## config.mk

```make
export PLATFORM = sky130hd
export DESIGN_NAME = vrc_regbank
export DESIGN_NICKNAME = d
export VERILOG_FILES = /design/src/rtl/vrc_pkg.sv /design/src/rtl/vrc_ctrl_reg.sv /design/src/rtl/vrc_rate_reg.sv /design/src/rtl/vrc_slot_gate.sv /design/src/rtl/vrc_rdmux.sv /design/src/rtl/vrc_regbank.sv
export SDC_FILE = /design/constraint.sdc
export NUM_CORES = 1
export LEC_CHECK = 0
export BUFFER_PORTS_ARGS = -buffer_cell sky130_fd_sc_hd__buf_2
export CAP_MARGIN = 20
export CORE_ASPECT_RATIO = 0.9
export CORE_MARGIN = 2
export CORE_UTILIZATION = 35
export DETAILED_ROUTE_END_ITERATION = 8
export GPL_TIMING_DRIVEN = 0
export PLACE_DENSITY_LB_ADDON = 0.2
export SETUP_SLACK_MARGIN = 0.4
export SLEW_MARGIN = 20
export SYNTH_ARGS = -nofsm -noshare
export SYNTH_HDL_FRONTEND = slang
export SYNTH_HIERARCHICAL = 1
export SYNTH_SLANG_ARGS = --single-unit
```

## constraint.sdc

```tcl
create_clock -name clk -period 3.4 [get_ports clk]
set_clock_uncertainty 0.1 [all_clocks]
set_input_delay 0.17 -clock clk [delete_from_list [all_inputs] [get_ports clk]]
set_output_delay 0.17 -clock clk [all_outputs]
set_load 0.05 [all_outputs]
```

## src/rtl/vrc_pkg.sv

```systemverilog
package vrc_pkg;

  localparam int IDX_W = 7;
  localparam int REG_W = 16;

  localparam logic [IDX_W-1:0] IDX_EXT = 7'h2A;
  localparam logic [IDX_W-1:0] IDX_DAC = 7'h2C;
  localparam logic [IDX_W-1:0] IDX_ADC = 7'h32;
  localparam logic [IDX_W-1:0] IDX_MIC = 7'h34;

  localparam int BIT_MICPD  = 14;
  localparam int BIT_MICRDY = 8;
  localparam int BIT_MICVAR = 3;
  localparam int BIT_PCMVAR = 0;

  localparam int NRATE  = 3;
  localparam int RI_DAC = 0;
  localparam int RI_ADC = 1;
  localparam int RI_MIC = 2;

  typedef struct packed {
    logic mic_pd;
    logic mic_var;
    logic pcm_var;
  } ctl_t;

  localparam ctl_t CTL_RESET = '{mic_pd: 1'b1, mic_var: 1'b0, pcm_var: 1'b0};

  function automatic logic [IDX_W-1:0] rate_index(input int k);
    logic [IDX_W-1:0] r;
    case (k)
      RI_DAC:  r = IDX_DAC;
      RI_ADC:  r = IDX_ADC;
      default: r = IDX_MIC;
    endcase
    return r;
  endfunction

endpackage

```

## src/rtl/vrc_ctrl_reg.sv

```systemverilog
module vrc_ctrl_reg
  import vrc_pkg::*;
(
  input  logic             clk,
  input  logic             rst_n,
  input  logic             wr_hit,
  input  logic [REG_W-1:0] wdata,
  output ctl_t             ctl_q,
  output logic             mic_clr,
  output logic             pcm_clr,
  output logic             mic_flush_o,
  output logic             pcm_flush_o
);

  ctl_t ctl_d;
  logic mic_flush_d;
  logic pcm_flush_d;

  always_comb begin
    ctl_d = ctl_q;
    if (wr_hit) begin
      ctl_d.mic_pd  = wdata[BIT_MICPD];
      ctl_d.mic_var = wdata[BIT_MICVAR];
      ctl_d.pcm_var = wdata[BIT_PCMVAR];
    end
    mic_clr     = ctl_q.mic_var & ~ctl_d.mic_var;
    pcm_clr     = ctl_q.pcm_var & ~ctl_d.pcm_var;
    mic_flush_d = mic_clr;
    pcm_flush_d = pcm_clr;
  end

  always_ff @(posedge clk or negedge rst_n) begin
    if (!rst_n) begin
      ctl_q       <= CTL_RESET;
      mic_flush_o <= 1'b0;
      pcm_flush_o <= 1'b0;
    end else begin
      ctl_q       <= ctl_d;
      mic_flush_o <= mic_flush_d;
      pcm_flush_o <= pcm_flush_d;
    end
  end

  AST_MIC_FALL_FLUSHES: assert property (@(posedge clk) disable iff (!rst_n)
    $fell(ctl_q.mic_var) |-> mic_flush_o);
  AST_MIC_FLUSH_ONLY_ON_FALL: assert property (@(posedge clk) disable iff (!rst_n)
    mic_flush_o |-> $fell(ctl_q.mic_var));
  AST_PCM_FALL_FLUSHES: assert property (@(posedge clk) disable iff (!rst_n)
    $fell(ctl_q.pcm_var) |-> pcm_flush_o);
  AST_PCM_FLUSH_ONLY_ON_FALL: assert property (@(posedge clk) disable iff (!rst_n)
    pcm_flush_o |-> $fell(ctl_q.pcm_var));
  AST_MIC_FLUSH_SINGLE: assert property (@(posedge clk) disable iff (!rst_n)
    mic_flush_o |=> !mic_flush_o);
  AST_PCM_FLUSH_SINGLE: assert property (@(posedge clk) disable iff (!rst_n)
    pcm_flush_o |=> !pcm_flush_o);

endmodule

```

## src/rtl/vrc_rate_reg.sv

```systemverilog
module vrc_rate_reg
  import vrc_pkg::*;
#(
  parameter logic [IDX_W-1:0] INDEX   = IDX_DAC,
  parameter logic [REG_W-1:0] DEFAULT = 16'hBB80
) (
  input  logic             clk,
  input  logic             rst_n,
  input  logic             wr,
  input  logic [IDX_W-1:0] addr,
  input  logic [REG_W-1:0] wdata,
  input  logic             en,
  input  logic             clr,
  output logic [REG_W-1:0] rate_q
);

  logic             wr_ok;
  logic [REG_W-1:0] rate_d;

  always_comb begin
    wr_ok  = wr && (addr == INDEX) && en;
    rate_d = rate_q;
    if (clr) begin
      rate_d = DEFAULT;
    end else if (wr_ok) begin
      rate_d = wdata;
    end
  end

  always_ff @(posedge clk or negedge rst_n) begin
    if (!rst_n) begin
      rate_q <= DEFAULT;
    end else begin
      rate_q <= rate_d;
    end
  end

  AST_RATE_LOCKED: assert property (@(posedge clk) disable iff (!rst_n)
    (!en && !clr) |=> $stable(rate_q));
  AST_RATE_RESTORE: assert property (@(posedge clk) disable iff (!rst_n)
    clr |=> (rate_q == DEFAULT));

endmodule

```

## src/rtl/vrc_slot_gate.sv

```systemverilog
module vrc_slot_gate #(
  parameter int NSLOT = 4
) (
  input  logic             en,
  input  logic [NSLOT-1:0] req_i,
  output logic [NSLOT-1:0] req_o
);

  for (genvar s = 0; s < NSLOT; s++) begin : g_slot
    assign req_o[s] = en & req_i[s];
  end

endmodule

```

## src/rtl/vrc_rdmux.sv

```systemverilog
module vrc_rdmux
  import vrc_pkg::*;
(
  input  logic [IDX_W-1:0]            addr,
  input  ctl_t                        ctl,
  input  logic                        mic_ready,
  input  logic [NRATE-1:0][REG_W-1:0] rates,
  output logic [REG_W-1:0]            rdata
);

  logic [REG_W-1:0] ext_word;

  always_comb begin
    ext_word             = '0;
    ext_word[BIT_MICPD]  = ctl.mic_pd;
    ext_word[BIT_MICRDY] = mic_ready;
    ext_word[BIT_MICVAR] = ctl.mic_var;
    ext_word[BIT_PCMVAR] = ctl.pcm_var;
    case (addr)
      IDX_EXT: rdata = ext_word;
      IDX_DAC: rdata = rates[RI_DAC];
      IDX_ADC: rdata = rates[RI_ADC];
      IDX_MIC: rdata = rates[RI_MIC];
      default: rdata = '0;
    endcase
  end

endmodule

```

## src/rtl/vrc_regbank.sv

```systemverilog
module vrc_regbank
  import vrc_pkg::*;
#(
  parameter int               NSLOT        = 4,
  parameter logic [REG_W-1:0] RATE_DEFAULT = 16'hBB80
) (
  input  logic             clk,
  input  logic             rst_n,
  input  logic [6:0]       bus_addr,
  input  logic [15:0]      bus_wdata,
  input  logic             bus_wr,
  input  logic             bus_rd,
  output logic [15:0]      bus_rdata,
  input  logic             mic_ready_i,
  input  logic [NSLOT-1:0] slot_req_i,
  output logic [NSLOT-1:0] slot_req_o,
  output logic             mic_pd_o,
  output logic             mic_src_pd_o,
  output logic             dac_src_pd_o,
  output logic             adc_src_pd_o,
  output logic             mic_flush_o,
  output logic             pcm_flush_o
);

  localparam logic [REG_W-1:0] RSVD_MASK =
    REG_W'((1 << BIT_MICPD) | (1 << BIT_MICRDY) | (1 << BIT_MICVAR) | (1 << BIT_PCMVAR));

  ctl_t                        ctl_q;
  logic                        mic_clr;
  logic                        pcm_clr;
  logic                        ext_wr;
  logic [NRATE-1:0][REG_W-1:0] rate_q;
  logic [REG_W-1:0]            rd_mux;
  logic [REG_W-1:0]            rdata_d;
  logic [REG_W-1:0]            rdata_q;

  assign ext_wr = bus_wr && (bus_addr == IDX_EXT);

  vrc_ctrl_reg i_ctrl (
    .clk         (clk),
    .rst_n       (rst_n),
    .wr_hit      (ext_wr),
    .wdata       (bus_wdata),
    .ctl_q       (ctl_q),
    .mic_clr     (mic_clr),
    .pcm_clr     (pcm_clr),
    .mic_flush_o (mic_flush_o),
    .pcm_flush_o (pcm_flush_o)
  );

  for (genvar k = 0; k < NRATE; k++) begin : g_rate
    localparam logic [IDX_W-1:0] K_IDX = rate_index(k);
    localparam bit               K_MIC = (k == RI_MIC);
    logic k_en;
    logic k_clr;
    assign k_en  = K_MIC ? ctl_q.mic_var : ctl_q.pcm_var;
    assign k_clr = K_MIC ? mic_clr : pcm_clr;
    vrc_rate_reg #(
      .INDEX   (K_IDX),
      .DEFAULT (RATE_DEFAULT)
    ) i_rate (
      .clk    (clk),
      .rst_n  (rst_n),
      .wr     (bus_wr),
      .addr   (bus_addr),
      .wdata  (bus_wdata),
      .en     (k_en),
      .clr    (k_clr),
      .rate_q (rate_q[k])
    );
  end

  vrc_slot_gate #(.NSLOT(NSLOT)) i_slot (
    .en    (ctl_q.pcm_var),
    .req_i (slot_req_i),
    .req_o (slot_req_o)
  );

  vrc_rdmux i_rdmux (
    .addr      (bus_addr),
    .ctl       (ctl_q),
    .mic_ready (mic_ready_i),
    .rates     (rate_q),
    .rdata     (rd_mux)
  );

  always_comb begin
    rdata_d = rdata_q;
    if (bus_rd) begin
      rdata_d = rd_mux;
    end
  end

  always_ff @(posedge clk or negedge rst_n) begin
    if (!rst_n) begin
      rdata_q <= '0;
    end else begin
      rdata_q <= rdata_d;
    end
  end

  assign bus_rdata    = rdata_q;
  assign mic_pd_o     = ctl_q.mic_pd;
  assign mic_src_pd_o = ~ctl_q.mic_var;
  assign dac_src_pd_o = ~ctl_q.pcm_var;
  assign adc_src_pd_o = ~ctl_q.pcm_var;

  AST_RSVD_ZERO: assert property (@(posedge clk) disable iff (!rst_n)
    ($past(bus_rd) && $past(bus_addr) == IDX_EXT) |-> ((bus_rdata & ~RSVD_MASK) == '0));
  AST_SLOT_QUIET: assert property (@(posedge clk) disable iff (!rst_n)
    dac_src_pd_o |-> (slot_req_o == '0));
  AST_RDATA_HOLD: assert property (@(posedge clk) disable iff (!rst_n)
    !$past(bus_rd) |-> $stable(bus_rdata));
  AST_NO_FLUSH_WHEN_IDLE_WRITE: assert property (@(posedge clk) disable iff (!rst_n)
    (ext_wr && mic_src_pd_o) |=> !mic_flush_o);

endmodule

```

## After elaboration in Yosys (flattened, before gate mapping)

Cells that the tools add are included.

- Eq/ne operators: 4
- Mux-type cells: 8
- Bitwise logic cells: 10
- Reductions and logical operators: 10

Operators by type and width:

| cell | number |
|---|---|
| $mux W16 | 6 |
| $pmux W16 S4 | 1 |
| $eq A7 B6 Y1 const B | 4 |
| $logic_and A1 B1 Y1 | 7 |
| $and A1 B1 Y1 | 6 |
| $reduce_bool A2 Y1 | 3 |
| $not A1 Y1 | 4 |
| $mux W2 | 1 |

- Register bits: 69
- Input bits: 32
- Logic and storage cells: 41

## Longest topological paths before layout

- Depth in word-level cells: 6
- Mapped depth: 6

## Modules after synthesis

The synthesis kept the hierarchy.

Modules (own cells, without submodules):

| module | times used | cells an instance | area an instance (sq um) |
|---|---|---|---|
| vrc_rate_reg at g_rate[0].i_rate ... | 2 | 72 | 803.3 |
| vrc_rate_reg at g_rate[2].i_rate | 1 | 72 | 813.3 |
| vrc_regbank | 1 | 40 | 690.7 |
| vrc_rdmux | 1 | 57 | 471.7 |
| vrc_ctrl_reg | 1 | 10 | 180.2 |
| vrc_slot_gate | 1 | 4 | 25.0 |

## Worst setup path after synthesis

OpenSTA, ideal clock, no wires.

- Kind: in2reg
- Start point: in bus_addr[2]
- End point: reg g_rate[0].i_rate.rate_q[7]
- Setup time: 0.075 ns
- Arrival: 1.337 ns
- Data required time: 3.225 ns
- Setup slack: 1.888 ns
- Cell stages on the path: 6
- Path buffers: 1
- Path through: nand4bb_1 nor2_1 and3b_2 clkbuf_1 nor2_1 mux2i_1

- Longest elaborated chain between the ends: 6

Ends and longest elaborated chain:

| element | RTL line | RTL |
|---|---|---|
| start: declaration | vrc_regbank.sv:9 | `input logic [6:0] bus_addr,` |
| $eq A7 B6 Y1 * | vrc_regbank.sv:37 | `assign ext_wr = bus_wr && (bus_addr == IDX_EXT);` |
| $logic_and A1 B1 Y1 * | vrc_regbank.sv:37 |  |
| net ext_wr | vrc_regbank.sv:31 | `logic ext_wr;` |
| $mux W2 * | vrc_ctrl_reg.sv:21 | `if (wr_hit) begin` |
| $not A1 Y1 * | vrc_ctrl_reg.sv:27 | `pcm_clr = ctl_q.pcm_var & ~ctl_d.pcm_var;` |
| $and A1 B1 Y1 * | vrc_ctrl_reg.sv:27 |  |
| net g_rate[0].k_clr | vrc_regbank.sv:55 | `logic k_clr;` |
| $mux W16 or $reduce_bool A2 Y1 (tied branches) | - |  |
| end signal: assignment | vrc_rate_reg.sv:34 | `rate_q <= rate_d;` |
| end: declaration | vrc_rate_reg.sv:14 | `output logic [REG_W-1:0] rate_q` |

The timed path passes the listed nets; every way through them passes the cells marked *.
A chain may end at the register's enable or synchronous reset.

## Worst setup path in the final report

- Start point: in bus_addr[2]
- End point: reg g_rate[0].i_rate.rate_q[4]

Same word-level chain as after synthesis.

==> results by group <==
CTS
  – Reg clk slew, reported paths: roughly 0.060 ns
  – CTS Buffer Depth: 2
  – Num CTS Buffers: 9
  – Skew-Pair Late Insertion Delay: 0.33 ns
  – CTS tree: built
  – Max H-tree Level: 3
  – Setup Fix Bufs, Post-CTS: 0
  – # hold bufs at CTS: 1
  – # clock sinks: 69
  – Clock root cell: clkbuf_16
  – Resized Gates After CTS: 0

Synthesis
  – Mean Syn Cell Area: 11.6 sq um
  – Synth top cells by count: 57 x nand2b_1, 48 x mux2i_1, 47 x dfrtp_1, 43 x nor2_1, 22 x dfstp_2
  – Syn Nets: ~360
  – Post-Synth XOR/XNOR Area: 0%
  – Post-synthesis adder-cell area fraction: 0%
  – Largest family of logic cells by synthesized area: simple AND/OR/NAND/NOR gates
  – Mapped cell area: approximately 3800 sq um
  – Top cells by area, synth: dfrtp_1 31%, dfstp_2 15%, mux2i_1 13%, nand2b_1 9.4%, nor2_1 4.3%
  – Post-synth EDFFs: 0
  – Ys async rst share: between 90% and 100%
  – Most common cell in the synthesized netlist: nand2b_1
  – Most used DFF post-synth: dfrtp_1
  – Post-Synth Simple-Gate Area: a little over a fifth
  – Cell variety after synth: 34
  – Yosys top cell by area: dfrtp_1
  – FF+latch count, synth: 69
  – Mux contribution to synthesized area: between 10% and 20%
  – Compound-Gate Fraction of Synth Area: 7.00%
  – Warnings, synthesis: 6
  – Top cell type's share of synthesized area: 31.1%
  – Sequential fraction of the synthesis area: 46.3%
  – Cells after Synth: 327

Power and ir drop
  – Peak VDD IR: 0.178 mV
  – Total Power: 0.00196 W
  – Leak: 1.96 nW
  – Pwr per Cell Area: around 430 nW/um^2

Global routing
  – Global-route wire length before repair: 15.0 mm
  – Largest net degree at the start of global routing: between 50 and 60
  – GRT Residual Overflow: 0
  – Overall routing resource usage: 17.1%
  – GRT Max-Usage Layer: met2
  – Vias in the first global route: roughly 2700
  – GR Util met3: 3.59%
  – Initial antenna violation count: 0
  – GR Util met1: 24.1%
  – Met2 GRT Util: 26.6%

Floorplanning
  – Num rows: 36
  – Starting Density: 35.5%
  – Die Ht: between 100 and 150 microns
  – # IOs: between 50 and 60
  – Die X: 114 microns
  – DIE AREA: between 10000 and 15000 sq um
  – CORE AREA: between 10000 and 15000 sq um

Placement
  – DP Wirelength: approximately 6.4 mm
  – Dpl cell area: approximately 4300 sq um
  – Port Buffers: 56
  – GPL Wtd Cong: 0.792

Routing
  – Router iterations before antenna repair: 4
  – Vias: ~2700
  – Routed Wire Length: 9.26 mm
  – Routed wire per std cell: roughly 17 microns
  – Routed Antenna Nets: 0
  – Vias/cell: 4.99
  – Initial DRC Count: 127
  – DRC Markers: 0

Outcome
  – Status: finished clean

STA
  – Peak Freq: 0.537 GHz
  – Final-report max-slew violation count: 0
  – RSZ-0062 raised after global routing: no
  – Post-route clock period utilization: 54.8%
  – Total negative slack: 0 ns
  – Final setup fails: 0
  – Slew HR: 58.3%
  – Final Hold Fails: 0
  – Fin crit period: 1.86 ns
  – Worst Tran Pin Value: 0.626 ns

Critical path
  – Largest stage delay on the critical path: approximately 0.51 ns
  – Worst EP arrival: 1.97 ns
  – Slowest CP cell: clkbuf_1
  – CP Max Fanout: 11
  – Crit path capture type: flip-flop
  – Worst Path Required: 3.50 ns
  – Critical path launch point type: primary input
  – Kind of critical path: in2reg
  – Sum of buffers and inverters on the critical path: 2
  – Cell Chain, Critical Path: buf_2 > nand4bb_1 > nor2_1 > and3b_2 > clkbuf_1 > nand2b_1 > mux2i_1
  – Top Family by Delay on Critical Path: simple AND/OR/NAND/NOR gates

Finish
  – Nets: 428
  – Area Growth Syn to Fin: 21.1%
  – Final instance area: 4590 sq um
  – Layout cell share with drive strength beyond 1: 33.7%
  – N_diodes: 0

Min path
  – Hold Crit Class: in2reg

Run
  – Max-cap violation count: 0
metal layers:
metal	vias to the layer above	routed length, microns
met1	1330	4580
met2	46	4240
met4	0	117
met5	-	0
met3	11	322
li1	1278	-
cell type report:
class	count	area [sq um]
fill	1040	6090
multi-input combinational	232	1820
sequential	69	1750
timing repair buffer	58	320
clock buffer	13	270
buffer	24	209
tap	133	166
clock inverter	3	42.5
inverter	2	7.51
cells by family after synthesis:
kind of cell,after synthesis
buffers and inverters,26
AO/OA/AOI/OAI,32
multiplexers,67
flip-flops,69
AND/OR/NAND/NOR,133
per-stage QoR:
step	utilization (%)	cells	hold WS [ns]	worst slack (ns)
floorplan	-	327	-0.226	1.89
global placement	39.7	516	0.344	1.21
detailed placement	39.9	517	-0.0363	1.19
CTS	43.0	534	0.00356	1.53
global route	43.0	534	0.00153	1.38
finish	43.0	534	0.0126	1.54
final timing paths:
kind                                                start                                       to  slack (ns)  cells past startpoint
worst max-delay path                          bus_addr[2]   g_rate[0].i_rate/rate_q[4]$_DFFE_PN0P_        1.54                      7
worst min-delay path                        bus_wdata[12]  g_rate[0].i_rate/rate_q[12]$_DFFE_PN1P_        0.01                      3
worst max register to register  i_ctrl/ctl_q[0]$_DFF_PN0_   g_rate[0].i_rate/rate_q[4]$_DFFE_PN0P_        1.60                      4
worst min register to register  bus_rdata[13]$_DFFE_PN0P_                bus_rdata[13]$_DFFE_PN0P_        0.40                      1
max in group asynchronous                           rst_n   g_rate[1].i_rate/rate_q[8]$_DFFE_PN1P_        2.45                      3
min in group asynchronous                           rst_n                 bus_rdata[8]$_DFFE_PN0P_        0.15                      2
layout by cell type (no fill, tap or decap), types with 10 or more instances in the layout:
master     netlist  layout
nand2b_1        57      57
buf_2            0      55
mux2i_1         48      48
dfrtp_1         47      47
nor2_1          43      43
dfstp_2         22      22
a22oi_1         12      12
o2bb2ai_1       12      12
clkbuf_1        10      11
mux2_4          10      10
worst register-to-register path, delay by kind of cell (launching register included):
kind	cells	cell delay, ns
buf+inv	1	0.51
flops	1	0.47
mux	1	0.07
simple gates	2	0.53
registers in the layout, summed over array words and instances (netlist names):
signal / cells
i_ctrl/ctl_q: 3
i_ctrl/pcm_flush_o: 1
bus_rdata: 16
i_ctrl/mic_flush_o: 1
g_rate.i_rate/rate_q: 48
power by group:
part,internal (W),switching [W]
registers,0.000836,0.00000811
logic,0.0000555,0.0000948
clock network,0.000627,0.000341
No activity file was read; power rests on OpenSTA's default activity.
